[config.mk]
export PLATFORM = sky130hd
export DESIGN_NAME = bcd_rtc_bank
export DESIGN_NICKNAME = d
export VERILOG_FILES = /design/src/rtl/rtc_pkg.sv /design/src/rtl/rtc_prescaler.sv /design/src/rtl/rtc_wrap_counter.sv /design/src/rtl/rtc_regport.sv /design/src/rtl/bcd_rtc_bank.sv
export SDC_FILE = /design/constraint.sdc
export NUM_CORES = 1
export LEC_CHECK = 0
export ABC_AREA = 1
export BUFFER_PORTS_ARGS = -buffer_cell sky130_fd_sc_hd__buf_2
export CAP_MARGIN = 10
export CORE_ASPECT_RATIO = 1.5
export CORE_MARGIN = 5
export CORE_UTILIZATION = 35
export DETAILED_ROUTE_END_ITERATION = 16
export PLACE_DENSITY_LB_ADDON = 0.15
export SLEW_MARGIN = 20
export SYNTH_ARGS = -nofsm -noshare
export SYNTH_HDL_FRONTEND = slang
export SYNTH_SLANG_ARGS = --single-unit
export TNS_END_PERCENT = 100
[constraint.sdc]
create_clock -name clk -period 14.4 [get_ports clk]
set_input_delay 1.44 -clock clk [delete_from_list [all_inputs] [get_ports clk]]
set_output_delay 1.44 -clock clk [all_outputs]
set_load 0.1 [all_outputs]
[src/rtl/rtc_pkg.sv]
// Package: shared field indices and BCD/calendar helper functions for the
// RTC register bank. Assumes fields are one byte of packed BCD each.
package rtc_pkg;

    localparam int FIELD_COUNT = 7;
    localparam int F_SEC   = 0;
    localparam int F_MIN   = 1;
    localparam int F_HOUR  = 2;
    localparam int F_DAY   = 3;
    localparam int F_MONTH = 4;
    localparam int F_YEAR  = 5;
    localparam int F_WDAY  = 6;

    // Packed BCD byte to binary value.
    function automatic logic [7:0] bcd_to_bin(input logic [7:0] b);
        return ({4'd0, b[7:4]} * 8'd10) + {4'd0, b[3:0]};
    endfunction

    // Binary value (0..99) to packed BCD byte.
    function automatic logic [7:0] bin_to_bcd(input logic [7:0] v);
        logic [7:0] tens;
        logic [7:0] ones;
        tens = v / 8'd10;
        ones = v - (tens * 8'd10);
        return {tens[3:0], ones[3:0]};
    endfunction

    // Days in a month; November deliberately gets 31.
    function automatic logic [7:0] days_in_month(input logic [7:0] mon,
                                                 input logic [7:0] yr);
        case (mon)
            8'd2:                return (yr[1:0] == 2'b00) ? 8'd29 : 8'd28;
            8'd4, 8'd6, 8'd9:    return 8'd30;
            default:             return 8'd31;
        endcase
    endfunction

    // Lowest legal binary value of a field.
    function automatic logic [7:0] field_floor(input int idx);
        return (idx == F_DAY || idx == F_MONTH) ? 8'd1 : 8'd0;
    endfunction

    // Highest legal binary value of a field (day is replaced by month length).
    function automatic logic [7:0] field_ceiling(input int idx);
        case (idx)
            F_SEC, F_MIN: return 8'd59;
            F_HOUR:       return 8'd23;
            F_DAY:        return 8'd31;
            F_MONTH:      return 8'd12;
            F_YEAR:       return 8'd99;
            default:      return 8'd6;
        endcase
    endfunction

    // Reset value of a field, in BCD.
    function automatic logic [7:0] field_reset_bcd(input int idx);
        return (idx == F_DAY || idx == F_MONTH) ? 8'h01 : 8'h00;
    endfunction

endpackage

[src/rtl/rtc_prescaler.sv]
// Module: sub-second prescaler. Counts timebase strobes and emits a one-cycle
// advance pulse every TICKS_PER_SEC strobes. Assumes the count must restart
// from zero whenever the clock is stopped.
module rtc_prescaler #(
    parameter int TICKS_PER_SEC = 4
) (
    input  logic clk,
    input  logic rst_n,
    input  logic run,
    input  logic tick,
    output logic adv
);

    localparam int CW = (TICKS_PER_SEC > 1) ? $clog2(TICKS_PER_SEC) : 1;
    localparam logic [CW-1:0] LAST = CW'(TICKS_PER_SEC - 1);

    logic [CW-1:0] cnt_q;
    logic          at_last;

    assign at_last = (cnt_q == LAST);
    assign adv     = run && tick && at_last;

    // Count strobes while running; hold at zero while stopped.
    always_ff @(posedge clk) begin
        if (!rst_n || !run) begin
            cnt_q <= '0;
        end else if (tick) begin
            cnt_q <= at_last ? '0 : cnt_q + 1'b1;
        end
    end

endmodule

[src/rtl/rtc_wrap_counter.sv]
// Module: one BCD calendar field. Steps by one on inc, wraps from hi_bin
// back to lo_bin, and takes a written byte verbatim (write has priority).
// Assumes hi_bin/lo_bin are binary and the stored value is packed BCD.
module rtc_wrap_counter
    import rtc_pkg::*;
#(
    parameter logic [7:0] RST_BCD = 8'h00
) (
    input  logic       clk,
    input  logic       rst_n,
    input  logic       inc,
    input  logic       wr_en,
    input  logic [7:0] wr_val,
    input  logic [7:0] lo_bin,
    input  logic [7:0] hi_bin,
    output logic [7:0] q
);

    logic [7:0] cur_bin;
    logic       at_top;

    assign cur_bin = bcd_to_bin(q);
    assign at_top  = (cur_bin >= hi_bin);

    // Load, step or wrap the field.
    always_ff @(posedge clk) begin
        if (!rst_n) begin
            q <= RST_BCD;
        end else if (wr_en) begin
            q <= wr_val;
        end else if (inc) begin
            q <= at_top ? bin_to_bcd(lo_bin) : bin_to_bcd(cur_bin + 8'd1);
        end
    end

endmodule

[src/rtl/rtc_regport.sv]
// Module: byte register port. Resolves the beat address (explicit or
// auto-incremented), decodes write strobes, keeps a burst snapshot of the
// time fields and muxes read data. Assumes one beat per cycle at most.
module rtc_regport
    import rtc_pkg::*;
#(
    parameter int              ADDR_W    = 8,
    parameter logic [ADDR_W-1:0] CTRL_ADDR = 8'h10,
    parameter logic [ADDR_W-1:0] STAT_ADDR = 8'h11
) (
    input  logic                        clk,
    input  logic                        rst_n,
    input  logic                        bus_valid,
    input  logic                        bus_first,
    input  logic                        bus_write,
    input  logic [ADDR_W-1:0]           bus_addr,
    input  logic [7:0]                  bus_wdata,
    input  logic [FIELD_COUNT-1:0][7:0] live,
    input  logic                        stop_q,
    input  logic                        flag_q,
    output logic [FIELD_COUNT-1:0]      field_wr,
    output logic                        ctrl_wr,
    output logic                        stat_wr,
    output logic [7:0]                  bus_rdata
);

    localparam int FW = $clog2(FIELD_COUNT);
    localparam logic [ADDR_W-1:0] FIELDS_A = ADDR_W'(FIELD_COUNT);

    logic [ADDR_W-1:0]           ptr_q;
    logic [ADDR_W-1:0]           eff;
    logic [FIELD_COUNT-1:0][7:0] shadow_q;
    logic                        beat_wr;
    logic                        in_time;

    assign eff     = bus_first ? bus_addr : ptr_q;
    assign beat_wr = bus_valid && bus_write;
    assign in_time = (eff < FIELDS_A);
    assign ctrl_wr = beat_wr && (eff == CTRL_ADDR);
    assign stat_wr = beat_wr && (eff == STAT_ADDR);

    generate
        for (genvar i = 0; i < FIELD_COUNT; i++) begin : g_dec
            assign field_wr[i] = beat_wr && (eff == ADDR_W'(i));

            // Snapshot on a burst start; follow writes made inside the burst.
            always_ff @(posedge clk) begin
                if (!rst_n) begin
                    shadow_q[i] <= field_reset_bcd(i);
                end else if (field_wr[i]) begin
                    shadow_q[i] <= bus_wdata;
                end else if (bus_valid && bus_first) begin
                    shadow_q[i] <= live[i];
                end
            end
        end
    endgenerate

    // Remember the address the next beat of a burst will use.
    always_ff @(posedge clk) begin
        if (!rst_n) begin
            ptr_q <= '0;
        end else if (bus_valid) begin
            ptr_q <= eff + ADDR_W'(1);
        end
    end

    // Select the read byte for the current beat.
    always_comb begin
        bus_rdata = 8'h00;
        if (bus_valid) begin
            if (in_time) begin
                bus_rdata = bus_first ? live[eff[FW-1:0]] : shadow_q[eff[FW-1:0]];
            end else if (eff == CTRL_ADDR) begin
                bus_rdata = {7'd0, stop_q};
            end else if (eff == STAT_ADDR) begin
                bus_rdata = {flag_q, 7'd0};
            end
        end
    end

endmodule

[src/rtl/bcd_rtc_bank.sv]
// Module: top of the BCD calendar RTC register bank. Holds the stop bit and
// the sticky not-valid flag, chains the seven field counters and connects
// the register port. Assumes sec_tick is a one-cycle strobe in clk domain.
module bcd_rtc_bank
    import rtc_pkg::*;
#(
    parameter int                TICKS_PER_SEC = 4,
    parameter int                ADDR_W        = 8,
    parameter logic [ADDR_W-1:0] CTRL_ADDR     = 8'h10,
    parameter logic [ADDR_W-1:0] STAT_ADDR     = 8'h11
) (
    input  logic              clk,
    input  logic              rst_n,
    input  logic              sec_tick,
    input  logic              bus_valid,
    input  logic              bus_first,
    input  logic              bus_write,
    input  logic [ADDR_W-1:0] bus_addr,
    input  logic [7:0]        bus_wdata,
    output logic [7:0]        bus_rdata
);

    logic [FIELD_COUNT-1:0][7:0] time_q;
    logic [FIELD_COUNT-1:0][7:0] field_hi;
    logic [FIELD_COUNT-1:0]      field_inc;
    logic [FIELD_COUNT-1:0]      field_wr;
    logic [F_MONTH:0]            field_carry;
    logic                        ctrl_wr;
    logic                        stat_wr;
    logic                        stop_q;
    logic                        flag_q;
    logic                        sec_adv;

    rtc_prescaler #(.TICKS_PER_SEC(TICKS_PER_SEC)) u_presc (
        .clk   (clk),
        .rst_n (rst_n),
        .run   (!stop_q),
        .tick  (sec_tick),
        .adv   (sec_adv)
    );

    rtc_regport #(
        .ADDR_W    (ADDR_W),
        .CTRL_ADDR (CTRL_ADDR),
        .STAT_ADDR (STAT_ADDR)
    ) u_port (
        .clk       (clk),
        .rst_n     (rst_n),
        .bus_valid (bus_valid),
        .bus_first (bus_first),
        .bus_write (bus_write),
        .bus_addr  (bus_addr),
        .bus_wdata (bus_wdata),
        .live      (time_q),
        .stop_q    (stop_q),
        .flag_q    (flag_q),
        .field_wr  (field_wr),
        .ctrl_wr   (ctrl_wr),
        .stat_wr   (stat_wr),
        .bus_rdata (bus_rdata)
    );

    // Field ceilings; the day ceiling follows the current month and year.
    always_comb begin
        for (int i = 0; i < FIELD_COUNT; i++) begin
            field_hi[i] = field_ceiling(i);
        end
        field_hi[F_DAY] = days_in_month(bcd_to_bin(time_q[F_MONTH]),
                                        bcd_to_bin(time_q[F_YEAR]));
    end

    // Carry chain: seconds -> minutes -> hours -> day/weekday -> month -> year.
    always_comb begin
        field_inc[F_SEC] = sec_adv;
        for (int i = F_SEC; i <= F_MONTH; i++) begin
            field_carry[i] = field_inc[i] && (bcd_to_bin(time_q[i]) >= field_hi[i]);
            if (i < F_MONTH) begin
                field_inc[i+1] = field_carry[i];
            end
        end
        field_inc[F_YEAR] = field_carry[F_MONTH];
        field_inc[F_WDAY] = field_carry[F_HOUR];
    end

    generate
        for (genvar i = 0; i < FIELD_COUNT; i++) begin : g_field
            rtc_wrap_counter #(.RST_BCD(field_reset_bcd(i))) u_cnt (
                .clk    (clk),
                .rst_n  (rst_n),
                .inc    (field_inc[i]),
                .wr_en  (field_wr[i]),
                .wr_val (bus_wdata),
                .lo_bin (field_floor(i)),
                .hi_bin (field_hi[i]),
                .q      (time_q[i])
            );
        end
    endgenerate

    // Stop bit: loaded from control bit 0.
    always_ff @(posedge clk) begin
        if (!rst_n) begin
            stop_q <= 1'b0;
        end else if (ctrl_wr) begin
            stop_q <= bus_wdata[0];
        end
    end

    // Not-valid flag: set by reset, cleared by writing 1 to status bit 7.
    always_ff @(posedge clk) begin
        if (!rst_n) begin
            flag_q <= 1'b1;
        end else if (stat_wr && bus_wdata[7]) begin
            flag_q <= 1'b0;
        end
    end

endmodule

Word-level counts from Yosys, hierarchy flattened
Index checks and enable logic that the tools add are counted.
Widths: inputs -> output; s select.

storage, ports and cells
  register bits = 124
  word-level logic and storage cells = 171
  input bits = 22

operators by class
  divide/modulo/power cells = 7
  magnitude comparators = 9
  mux-type cells = 48
  multipliers = 14
  eq/ne operators = 13
  reduce and logical (&&, ||, !) cells = 39
  add/subtract/negate cells = 23

operator list
  cell                 count
  $mux 8               43
  $add 8x1->8 const B  8
  $add 8x4->8          7
  $div 8x4->8 const B  7
  $mul 8x3->3 const B  7
  $mul 4x3->7 const B  7
  $bmux 8 s3           2
  $eq 8x3->1 const B   5
  $reduce_bool 2->1    14
  $sub 4x4->4          7
  $eq 8x2->1 const B   3
  $logic_and 1x1->1    19
  $eq 8x5->1 const B   2
  $ge 8x6->1 const B   2
  $eq 8x1->1 const B   1
  $eq 8x4->1 const B   1
  $ge 8x3->1 const B   1
  $ge 8x4->1 const B   1
  $ge 8x5->1 const B   1
  $ge 8x7->1 const B   1
  $ge 8x8->1           1
  $logic_not 8->1      1
  $lt 8x3->1 const B   1
  $lt 3x4->1 const B   1
  other kinds (9)      10

Longest topological paths before layout
  depth after elaboration = 10
  mapped depth = 45
  gate-level depth less buffers = 45

Modules after synthesis
Synthesis repeated with hierarchy kept, for this count alone.

unflattened totals
  cells, all modules = 3460
  area, all modules = 20629.8 µm²

by module, submodules not included
  module                                   cells an instance  times used  area an instance (µm²)  seq. area each (µm²)
  rtc_wrap_counter (g_field[0].u_cnt ...)  316                3           1866.8                  160.2
  rtc_regport                              933                1           5268.8                  1281.2
  rtc_wrap_counter (g_field[3].u_cnt ...)  330                2           2025.7                  160.2
  rtc_wrap_counter (g_field[5].u_cnt)      315                1           1983.2                  160.2
  rtc_wrap_counter (g_field[6].u_cnt)      315                1           1874.3                  160.2
  bcd_rtc_bank                             274                1           1746.7                  40.0
  rtc_prescaler                            15                 1           105.1                   40.0

Worst setup path before layout
Ideal clock, no wire load.

  path type = in2out
  from = in bus_first
  to = out bus_rdata[6]
  slack = 7.387 ns
  stages = 14
  arrival time = 5.573 ns
  path through = buf_2 > inv_1 > buf_2 > or2_2 > nand2_1 > clkinv_1 > clkbuf_1 > clkbuf_1 > ha_1 > inv_1 > nor2_1 > nor2_1 > nand2_1 > nor3_1

on the way
  cells in the longest elaborated chain, start to end = 6
  elaborated cells on any way between the ends = 11
  those cells by class = 1 x order compare; 1 x eq/ne; 9 x mux

ends and longest elaborated chain
  what                          RTL line            text
  start: declaration            bcd_rtc_bank.sv:16  input logic bus_first,
  $mux 8                        rtc_regport.sv:36   assign eff = bus_first ? bus_addr : ptr_q;
  $bmux 8 s3                    rtc_regport.sv:73   bus_rdata = bus_first ? live[eff[FW-1:0]] : shadow_q[eff[FW-1:0]];
  $mux 8 (implied by the code)  rtc_regport.sv:73
  $mux 8                        rtc_regport.sv:73
  $mux 8 (*)                    rtc_regport.sv:72   if (in_time) begin
  $mux 8 (*)                    rtc_regport.sv:71   if (bus_valid) begin
  end: declaration              bcd_rtc_bank.sv:20  output logic [7:0] bus_rdata

Every way passes the cells marked *; elsewhere a longest branch is shown, timed or not. The select of a mux whose other input is x is not followed.

Final worst setup path
  from = in bus_first
  to = out bus_rdata[2]

Same word-level chain as after synthesis.

==> metrics.cfg <==
[status]
result_of_the_run=complete, no violations

[layout]
fin_area_um2=13950
nFillCells=3934
layout_commonest_cell=nand2_1
diodes=0
final_cells=2518
layout-drive-gt1-share_pct=9.951
syn_to_final_growth_pct=9.336
final_net_count=2169
layout.cells.most_common_list=nand2_1 (551), inv_1 (275), nand3_1 (180)

[run]
max-cap-violations=0

[grt]
grt_pass1_vias=12050
global_route_wire_length_before_repair_um=61610
grt-ovfl-total=0
grt_antenna_before_repair=0
grtUsageTotal_pct=18.38
grt_start_max_net_pins=94

[sta]
finClkSkew_ns=0.01062
worstMarginPinSlew_ns=1.105
setup_viol_count_final=0
clock.fmax_mhz=144.1
timing.slew.headroom_pct=26.35
timing.final.hold_violations=0
rsz0062_at_grt=no
post-route-min-period_ns=6.938
timing.setup.tns_ns=0
timing.final.max_slew_violations=0
fin_crit_sh_pct=48.18
setup_ws_ns=7.462

[die]
fp.coreArea_um2=35950
dieHeight_um=243.8
floorplan.die.width_um=165.9
rows=85
io-pin-count=30
fp.dieArea_um2=40450
floorplan.initialDensity_pct=35.49

[clock_tree]
postCtsHoldBufs=0
clk_pin_slew_worst_paths_ns=0.05
worstSkewPairLatency_ns=0.43
cts_htree_levels=4
cts-buffers-inserted=17
clkSinkCount=124
post_cts.resized_instances=0
cts_setup_buffers=0
tritoncts=built
clockRootBuffer=clkbuf_16
clock_tree.buffer_depth=2

[route]
drt_first_pass_iters=7
first_iter_violations=1066
drc_errors=0
viasPerCell=5.143
detailroute.via_count=12950
post_drt_wl_per_cell_um=15.24
wirelength_um=38380
final_antenna_net_count=0

[placed_design]
post_dp_area_um2=13350
placed_wire_length_estimate_um=30340
gpl.final_weighted_congestion=0.9501
port-buffer-count=29
numPlacedInstances=2486
preCtsSetupSlack_ns=7.411

[logic_synthesis]
synth-warning-count=0
synth.ff_latch_count=124
post_synthesis_sequential_area_ratio_pct=19.46
distinct_cell_type_count_of_the_synthesized_netlist=61
synth.avg_cell_area_um2=6.294
summed_instance_area_of_the_synthesized_netlist_um2=12760
postSynthNetCount=2169
syn_inst=2027

[critical_path]
cp-end-kind=output port
critPathRequiredTime_ns=12.96
crit_path_cell_trace=buf_2 -> inv_1 -> or2_2 -> nand2_1 -> buf_4 -> clkinv_1 -> buf_4 -> ha_1 -> inv_1 -> nor2_1 -> nor2_1 -> nand2_1 -> nor3_1 -> buf_2
worstSetupStartpointType=input port
critical_path.max_stage_delay_ns=0.54
crit_arrival_ns=5.50
critPathSlowestCell=nor3_1
reg2reg_from=g_field[5].u_cnt.q[7]
maximum_fanout_count_along_the_critical_path=53
startpoint=bus_first
timing_worst_setup_path_type=input port to output port

[pwr]
ir_drop_v=0.00006936
power.density_cell_area_nw_per_um2=62.42
static_leakage_nw=6.782

[worst_hold_path]
min-delay-start=u_presc.cnt_q[1]
worst_hold_path_type=register to register

==> routing by layer <==
layer,vias to the layer above,GRT usage [%],part of all wire (%)
li1,6678,-,-
met1,5948,21.96,43
met2,254,33.30,50
met3,69,2.059,3.2
met4,0,7.623,4.0
met5,-,0,0
==> final cells by class <==
type | count | area (um2) | area share (%)
Clock buffer | 19 | 442.9 | 3.175
Clock inverter | 13 | 143.9 | 1.031
Inverter | 293 | 1100 | 7.884
Multi-Input combinational cell | 1554 | 8977 | 64.36
Sequential cell | 124 | 2482 | 17.80
Tap cell | 478 | 598.1 | 4.287
Timing Repair Buffer | 37 | 205.2 | 1.471
==> power by group <==
group	total [mW]	internal (mW)	switching [mW]
clock	0.428	0.260	0.168
sequential	0.349	0.347	0.00289
combinational	0.0933	0.0253	0.0680
total	0.871	0.631	0.239
==> synth_stat cells, drive strengths merged <==
master       instances  share of area [%]
nand2              596                 19
inv                291                8.6
nand3              200                8.8
nor2               166                5.2
dfxtp              124                 19
o21ai              115                4.6
ha                  99                9.7
a31oi               67                3.3
a21oi               59                2.4
clkbuf              47                1.4
xor2                37                3.0
nand4               33                1.7
nor3                32                1.3
o22ai               24                1.2
xnor2               23                1.9
fa                  21                3.3
a221oi              14               0.96
or2                 11               0.54
buf                  8               0.32
o211ai               7               0.41
a22oi                6               0.35
nand3b               6               0.48
a32oi                5               0.34
a211oi               4               0.24
nor4                 4               0.20
a21o                 3               0.18
a311oi               3               0.21
o21bai               3               0.18
a31o                 2               0.14
clkinv               2              0.059
mux2i                2               0.16
nand2b               2              0.098
o21a                 2               0.12
o311ai               2               0.14
o41ai                2               0.20
a221o                1              0.078
a41oi                1              0.069
and3                 1              0.049
dlygate4sd3          1              0.078
nor3b                1              0.059
==> stage by stage <==
stage          utilization (%)  hold slack [ns]  total power, mW
2_1_floorplan                -           0.4366           0.4217
3_3_place_gp             37.13           0.4490           0.4481
3_5_place_dp             37.13           0.4610           0.4483
4_1_cts                  38.76           0.4700           0.8755
5_1_grt                  38.81           0.4968           0.8997
6_report                 38.81           0.4596           0.8707
==> flip-flops by register name (all words and copies together), names as in the netlist <==
| name | cells |
|---|---|
| flag_q | 1 |
| g_field.u_cnt.q | 56 |
| stop_q | 1 |
| u_port.ptr_q | 8 |
| u_port.shadow_q | 56 |
| u_presc.cnt_q | 2 |
==> worst paths after layout <==
check                                to  slack [ns]  cells past startpoint
hold reg to reg        u_presc.cnt_q[1]        0.46                      2
setup / recovery           bus_rdata[2]        7.46                     14
setup reg to reg  g_field[5].u_cnt.q[3]        8.28                     43
hold / removal         u_presc.cnt_q[1]        0.46                      2
==> kinds of logic (layout without fill, tap and decap cells) <==
family                   Yosys count  count (layout)  synth area share, %
AO/OA/AOI/OAI                    320             320                15.06
multiplexers                       2               2               0.1569
buffers and inverters            349             362                10.43
flip-flops                       124             124                19.46
XOR/XNOR                          60              60                4.825
AND/OR/NAND/NOR                 1052            1052                37.06
adder cells (fa/ha/maj)          120             120                13.00
==> critical path, delay by kind of cell <==
family	cells	cell delay, ns
buffers and inverters	7	2.19
AND/OR/NAND/NOR	6	1.57
adder cells (fa/ha/maj)	1	0.26
No activity file was read; power rests on OpenSTA's default activity.
